$ cat config.mk
export PLATFORM = sky130hd
export DESIGN_NAME = vec_irq_ctl
export DESIGN_NICKNAME = d
export VERILOG_FILES = /design/src/rtl/vec_irq_pkg.sv /design/src/rtl/vec_irq_latch.sv /design/src/rtl/vec_irq_pick.sv /design/src/rtl/vec_irq_vmux.sv /design/src/rtl/vec_irq_ctl.sv
export SDC_FILE = /design/constraint.sdc
export NUM_CORES = 1
export LEC_CHECK = 0
export ABC_AREA = 0
export CAP_MARGIN = 20
export CELL_PAD_IN_SITES_DETAIL_PLACEMENT = 1
export CELL_PAD_IN_SITES_GLOBAL_PLACEMENT = 1
export CORE_MARGIN = 2
export CORE_UTILIZATION = 28
export CTS_CLUSTER_DIAMETER = 60
export DETAILED_ROUTE_END_ITERATION = 7
export GPL_TIMING_DRIVEN = 0
export PLACE_DENSITY_LB_ADDON = 0.12
export SYNTH_ARGS = -nofsm -noshare
export SYNTH_HDL_FRONTEND = slang
export SYNTH_SLANG_ARGS = --single-unit
$ cat constraint.sdc
create_clock -name clk -period 2.44 [get_ports clk]
set_input_delay 0.488 -clock clk [delete_from_list [all_inputs] [get_ports clk]]
set_output_delay 0.488 -clock clk [all_outputs]
set_load 0.01 [all_outputs]
$ cat src/rtl/vec_irq_pkg.sv
package vec_irq_pkg;

    // CPU bus status encodings
    typedef enum logic [1:0] {
        BS_INTERNAL = 2'b00,
        BS_DATA     = 2'b01,
        BS_FETCH    = 2'b10,
        BS_ACK      = 2'b11
    } bus_code_t;

    // controller sequencing
    typedef enum logic [1:0] {
        ST_IDLE  = 2'b00,
        ST_DRIVE = 2'b01,
        ST_WAIT  = 2'b10
    } ctl_state_t;

endpackage

$ cat src/rtl/vec_irq_latch.sv
module vec_irq_latch #(
    parameter int NUM_SRC = 8
) (
    input  logic               clk,
    input  logic               rst_n,
    input  logic [NUM_SRC-1:0] set_i,
    input  logic [NUM_SRC-1:0] clr_i,
    output logic [NUM_SRC-1:0] pend_o,
    output logic [NUM_SRC-1:0] pend_nx_o
);

    logic [NUM_SRC-1:0] pend_d;
    logic [NUM_SRC-1:0] pend_q;

    for (genvar g = 0; g < NUM_SRC; g++) begin : g_bit
        // a new request wins over the clear of the same source
        always_comb begin
            pend_d[g] = set_i[g] | (pend_q[g] & ~clr_i[g]);
        end

        // a single-clock request is captured
        a_r2_capture: assert property (@(posedge clk) disable iff (!rst_n)
            set_i[g] |=> pend_o[g]);

        // pending only drops through a clear
        a_r2_hold: assert property (@(posedge clk) disable iff (!rst_n)
            (pend_o[g] && !clr_i[g]) |=> pend_o[g]);
    end

    always_ff @(posedge clk or negedge rst_n) begin
        if (!rst_n) begin
            pend_q <= '0;
        end else begin
            pend_q <= pend_d;
        end
    end

    assign pend_o    = pend_q;
    assign pend_nx_o = pend_d;

endmodule

$ cat src/rtl/vec_irq_pick.sv
module vec_irq_pick #(
    parameter int NUM_SRC = 8,
    localparam int IDX_W  = (NUM_SRC > 1) ? $clog2(NUM_SRC) : 1
) (
    input  logic [NUM_SRC-1:0] req_i,
    output logic [NUM_SRC-1:0] grant_o,
    output logic [IDX_W-1:0]   idx_o,
    output logic               valid_o
);

    // lower[i] is set when any source below i requests
    logic [NUM_SRC:0] lower;

    assign lower[0] = 1'b0;

    for (genvar g = 0; g < NUM_SRC; g++) begin : g_chain
        assign lower[g+1]  = lower[g] | req_i[g];
        assign grant_o[g]  = req_i[g] & ~lower[g];
    end

    assign valid_o = lower[NUM_SRC];

    always_comb begin
        idx_o = '0;
        for (int i = 0; i < NUM_SRC; i++) begin
            if (grant_o[i]) begin
                idx_o = IDX_W'(i);
            end
        end
    end

endmodule

$ cat src/rtl/vec_irq_vmux.sv
module vec_irq_vmux #(
    parameter int NUM_SRC = 8,
    parameter int VEC_W   = 14,
    localparam int IDX_W  = (NUM_SRC > 1) ? $clog2(NUM_SRC) : 1
) (
    input  logic [NUM_SRC*VEC_W-1:0] vec_flat_i,
    input  logic [IDX_W-1:0]         idx_i,
    output logic [VEC_W-1:0]         pull_o
);

    logic [VEC_W-1:0] entry [NUM_SRC];

    for (genvar g = 0; g < NUM_SRC; g++) begin : g_unpack
        assign entry[g] = vec_flat_i[g*VEC_W +: VEC_W];
    end

    // a line reads 0 where it is pulled, so pull where the vector bit is 0
    assign pull_o = ~entry[idx_i];

endmodule

$ cat src/rtl/vec_irq_ctl.sv
module vec_irq_ctl
    import vec_irq_pkg::*;
#(
    parameter int NUM_SRC = 8,
    parameter int VEC_W   = 14
) (
    input  logic                     clk,
    input  logic                     rst_n,
    input  logic [NUM_SRC-1:0]       irq_req,
    input  logic [NUM_SRC-1:0]       irq_en,
    input  logic [NUM_SRC*VEC_W-1:0] vec_table,
    input  logic [1:0]               bus_status,
    input  logic                     cpu_clk,
    input  logic                     cpu_rst_req,
    output logic                     irq_n,
    output logic [VEC_W-1:0]         addr_pull
);

    localparam int IDX_W = (NUM_SRC > 1) ? $clog2(NUM_SRC) : 1;
    // the reset vector differs from the default only in A2, the lowest line
    localparam logic [VEC_W-1:0] RST_PULL = VEC_W'(1);

    typedef struct packed {
        ctl_state_t       state;
        logic [IDX_W-1:0] sel;
        logic [VEC_W-1:0] pull;
        logic             irq_n;
    } ctl_t;

    ctl_t ctl_d;
    ctl_t ctl_q;

    logic               fetch_now;
    logic               ack_now;
    logic               fetch_code;
    logic [NUM_SRC-1:0] pend;
    logic [NUM_SRC-1:0] pend_nx;
    logic [NUM_SRC-1:0] clr;
    logic [NUM_SRC-1:0] live;
    logic [NUM_SRC-1:0] grant;
    logic [IDX_W-1:0]   win_idx;
    logic               win_valid;
    logic [VEC_W-1:0]   win_pull;

    // status only counts in the low half of the CPU clock
    assign fetch_code = (bus_status == BS_FETCH);
    assign fetch_now  = fetch_code && !cpu_clk;
    assign ack_now    = (bus_status == BS_ACK) && !cpu_clk;

    vec_irq_latch #(
        .NUM_SRC (NUM_SRC)
    ) u_latch (
        .clk       (clk),
        .rst_n     (rst_n),
        .set_i     (irq_req),
        .clr_i     (clr),
        .pend_o    (pend),
        .pend_nx_o (pend_nx)
    );

    assign live = pend & irq_en;

    vec_irq_pick #(
        .NUM_SRC (NUM_SRC)
    ) u_pick (
        .req_i   (live),
        .grant_o (grant),
        .idx_o   (win_idx),
        .valid_o (win_valid)
    );

    vec_irq_vmux #(
        .NUM_SRC (NUM_SRC),
        .VEC_W   (VEC_W)
    ) u_vmux (
        .vec_flat_i (vec_table),
        .idx_i      (win_idx),
        .pull_o     (win_pull)
    );

    always_comb begin
        ctl_d = ctl_q;
        clr   = '0;

        if (cpu_rst_req) begin
            // reset takes the same path and abandons any vector
            ctl_d.state = ST_IDLE;
            ctl_d.pull  = RST_PULL;
        end else begin
            unique case (ctl_q.state)
                ST_IDLE: begin
                    ctl_d.pull = '0;
                    if (fetch_now && win_valid) begin
                        // source frozen here for the whole cycle
                        ctl_d.state = ST_DRIVE;
                        ctl_d.sel   = win_idx;
                        ctl_d.pull  = win_pull;
                    end
                end
                ST_DRIVE: begin
                    if (ack_now) begin
                        clr[ctl_q.sel] = 1'b1;
                        ctl_d.pull     = '0;
                        ctl_d.state    = ST_IDLE;
                    end else if (!fetch_code) begin
                        // fetch over, lines released, ack still owed
                        ctl_d.pull  = '0;
                        ctl_d.state = ST_WAIT;
                    end
                end
                ST_WAIT: begin
                    ctl_d.pull = '0;
                    if (ack_now) begin
                        clr[ctl_q.sel] = 1'b1;
                        ctl_d.state    = ST_IDLE;
                    end
                end
                default: begin
                    ctl_d.pull  = '0;
                    ctl_d.state = ST_IDLE;
                end
            endcase
        end

        // line level follows the pending set after this edge
        ctl_d.irq_n = cpu_rst_req ? 1'b0 : ~(|(pend_nx & irq_en));
    end

    always_ff @(posedge clk or negedge rst_n) begin
        if (!rst_n) begin
            ctl_q.state <= ST_IDLE;
            ctl_q.sel   <= '0;
            ctl_q.pull  <= '0;
            ctl_q.irq_n <= 1'b1;
        end else begin
            ctl_q <= ctl_d;
        end
    end

    assign irq_n     = ctl_q.irq_n;
    assign addr_pull = ctl_q.pull;

    // reset vector pattern appears on the next clock
    a_r8_reset_path: assert property (@(posedge clk) disable iff (!rst_n)
        cpu_rst_req |=> (addr_pull == RST_PULL && !irq_n));

    // pulling only follows a fetch code or a reset request
    a_r6_pull_in_fetch: assert property (@(posedge clk) disable iff (!rst_n)
        (|addr_pull) |-> ($past(cpu_rst_req) || $past(bus_status) == BS_FETCH));

    // acknowledge releases the lines
    a_r7_ack_release: assert property (@(posedge clk) disable iff (!rst_n)
        (ctl_q.state != ST_IDLE && ack_now && !cpu_rst_req) |=> (addr_pull == '0));

    // served source stays fixed once chosen
    a_r5_sel_frozen: assert property (@(posedge clk) disable iff (!rst_n)
        (ctl_q.state != ST_IDLE) |=> $stable(ctl_q.sel));

    // at most one winner, and only among enabled pending sources
    a_r4_one_winner: assert property (@(posedge clk) disable iff (!rst_n)
        $onehot0(grant));
    a_r4_winner_live: assert property (@(posedge clk) disable iff (!rst_n)
        (grant & ~live) == '0);

endmodule

==> metrics.md <==
| Metric | Value |
|---|---|
| Status | finished, final reports clean |
| Main synth FF type | dfrtp_1 |
| Yosys top cell area share | 27.0% |
| Final Setup Violations | 0 |
| CP Data Arrival Time | about 2.5 ns |
| Syn. warnings | 0 |
| Post-synthesis register bit count | 28 |
| Later-pin clock latency in the skew report | roughly 0.28 ns |
| Worst setup EP type | flop |
| Vias | 2461 |
| Sequential area share after synthesis | roughly 28% |
| Final Cycle Share | 96.5% |
| Worst slew pin tran | around 0.68 ns |
| Bufs on Longest Clock Path | 2 |
| Post-synth net total | 352 |
| Worst hold start | cpu_rst_req |
| IO buf count | around 150 |
| Syn_area_per_cell | about 12 sq um |
| Setup ws final | 0.0842 ns |
| Post-route DRC | 0 |
| Max-slew headroom | a little over half |
| Vias in the first global route | 2828 |
| Diode count | 0 |
| Synth top area cells | dfrtp_1, mux2i_1, mux4_2 |
| Final nets | approximately 500 |
| Design Power | 1.45 mW |
| DP HPWL | 7.41 mm |
| Worst Setup SP | irq_en[7] |
| Netlist cell types | 44 |
| Hold_buf cts | 0 |
| Die Height | just under 100 microns |
| CP startpoint kind | input pin |
| Vias/cell | 5.10 |
| 1st-pass router iterations | 4 |
| Post-synth EDFFs | 0 |
| H-tree Lvls | 1 |
| Synthesized area | between 0.002 and 0.003 sq mm |
| Reg clk slew, reported paths | ~0.10 ns |
| Clock sinks | 28 |
| Post-route ant nets | 0 |
| RePlAce Congestion | 0.778 |
| Hold crit path type | in2reg |
| Fmax | approximately 420 MHz |
| Leak pwr | between 1.5 and 2 nW |
| Post-Syn Instances | between 200 and 250 |
| Cell Pwr Density | 331 mW/mm^2 |
| Initial Util | around 29% |
| P&R area growth vs syn | 74.8% |
| CP required | roughly 2.6 ns |
| Worst Setup Path Type | in2reg |
| Post-synth ARST share | between 90% and 100% |
| Placement Setup Slack | -0.857 ns |
| Final WL | a little over 9 mm |
| Final hold violation count | 0 |
| Crit Reg-Reg Startpoint | ctl_q[19] |
| All-Layer GR Usage | a little under a fifth |
| I/O pin count | around 150 |
| Drt initial violations | 63 |
| Fin Clk Skew | 0.00526 ns |
| Peak VDD IR | approximately 0.21 mV |
| Leading area contributor after synthesis | dfrtp_1 |
| Row count | 34 |
| Fin crit period | 2.36 ns |
| Fraction of layout cells with a size suffix above 1 | between 10% and 20% |
| Clock buffer count from CTS | 3 |
| Die footprint | just under 0.01 sq mm |
| Clock root cell | clkbuf_8 |
| Die width | slightly below 100 microns |
| CTS tree | yes |
| First-pass GRT wire length | roughly 14 mm |
| Critical path fanouts, max | 10 |
| Largest net degree at the start of global routing | 18 |
| Initial antenna violation count | 0 |
| Commonest non-fill, non-tap cell in the layout | clkdlybuf4s50_1 |
| Overflow after GRT | 0 |
| Most frequent cells in the layout | clkdlybuf4s50_1, mux2i_1, dfrtp_1 |
| Total of max-cap violations | 0 |
| DR WL/cell | about 19 microns |
| Final Max Slew Viols | 0 |
| Core Region | 0.00872 sq mm |
## synthesized netlist by cell type (2+ instances only)
library cell and n:
mux2i_1 56, dfrtp_1 27, a22o_1 18, buf_4 14, mux4_2 13, nand2b_1 8, buf_6 7, nand2_1 7
a21o_1 5, nand3_1 5, a21oi_1 4, nand3b_1 4, o31ai_1 4, ha_1 3, inv_1 3, mux2_2 3
nor2_1 3, o21ai_0 3, a32o_1 2, buf_2 2
## metal layers
metal / track usage, % / part of all wire, % / up-vias / wire length (microns)
li1: - / - / 1153 / -
met1: 22.0 / 40 / 1198 / 3680
met2: 34.3 / 50 / 104 / 4590
met3: 4.89 / 8.3 / 6 / 758
met4: 3.90 / 1.2 / 0 / 106
met5: 0 / 0 / - / 0
## report_power, final
| part | internal, mW | total (mW) | leakage [nW] | switching (mW) |
|---|---|---|---|---|
| combinational | 0.373 | 0.567 | 1.35 | 0.195 |
| sequential | 0.480 | 0.500 | 0.339 | 0.0197 |
| clock | 0.220 | 0.382 | 0.0357 | 0.162 |
## final cells by class
type	count	area (sq um)
clock inverter	1	30.0
buffer	25	209
tap	108	135
fill	966	4340
timing repair buffer	156	1590
multi-input combinational	159	1660
clock buffer	3	41.3
sequential	28	702
inverter	3	11.3
## what timing repair did
item	4_1_cts	5_1_grt
endpoints found under the setup margin	16	14
pin swaps	4	3
gates cloned	0	1
buffers inserted	6	1
gates resized for setup	9	9
hold endpoints to repair	0	0
## worst max-delay path: stages
cell	delay, ns
clkdlybuf4s50_1	0.47
a22o_4	0.27
a31oi_4	0.20
nor2_8	0.09
buf_6	0.17
mux2i_1	0.12
mux4_2	0.48
a22o_1	0.21
## state kept, by name (all words and copies together) (netlist names)
signal,cells
irq_n,1
u_latch.pend_o,8
ctl_q,5
addr_pull,14
## per-stage QoR
stage	TNS, ns	std cells	hold slack, ns	util (%)	instance area [sq um]
after CTS	0	481	0.358	49.4	4310
after floorplan	0	215	0.192	-	2510
after detailed placement	-10.68	471	0.494	47.5	4140
final	0	483	0.373	50.2	4380
after global routing	-0.0137	483	0.381	50.2	4380
after global placement	-10.92	470	0.491	47.2	4110
## logic make-up after synthesis
family	after synthesis	synth area share, %
multiplexers	72	35.4
AO/OA/AOI/OAI	47	16.6
AND/OR/NAND/NOR	37	9.99
buffers and inverters	28	8.54
flip-flops	28	28.0
adder cells (fa/ha/maj)	3	1.50
## final timing paths
path,end,slack [ns],cells after the start
max in group asynchronous,u_latch.pend_o[1],1.31,2
max reg2reg,irq_n,0.15,8
min,irq_n,0.37,2
min reg2reg,addr_pull[5],0.52,1
min in group asynchronous,addr_pull[2],0.61,1
max,addr_pull[12],0.08,8
Power figures use the tool's default switching activity.
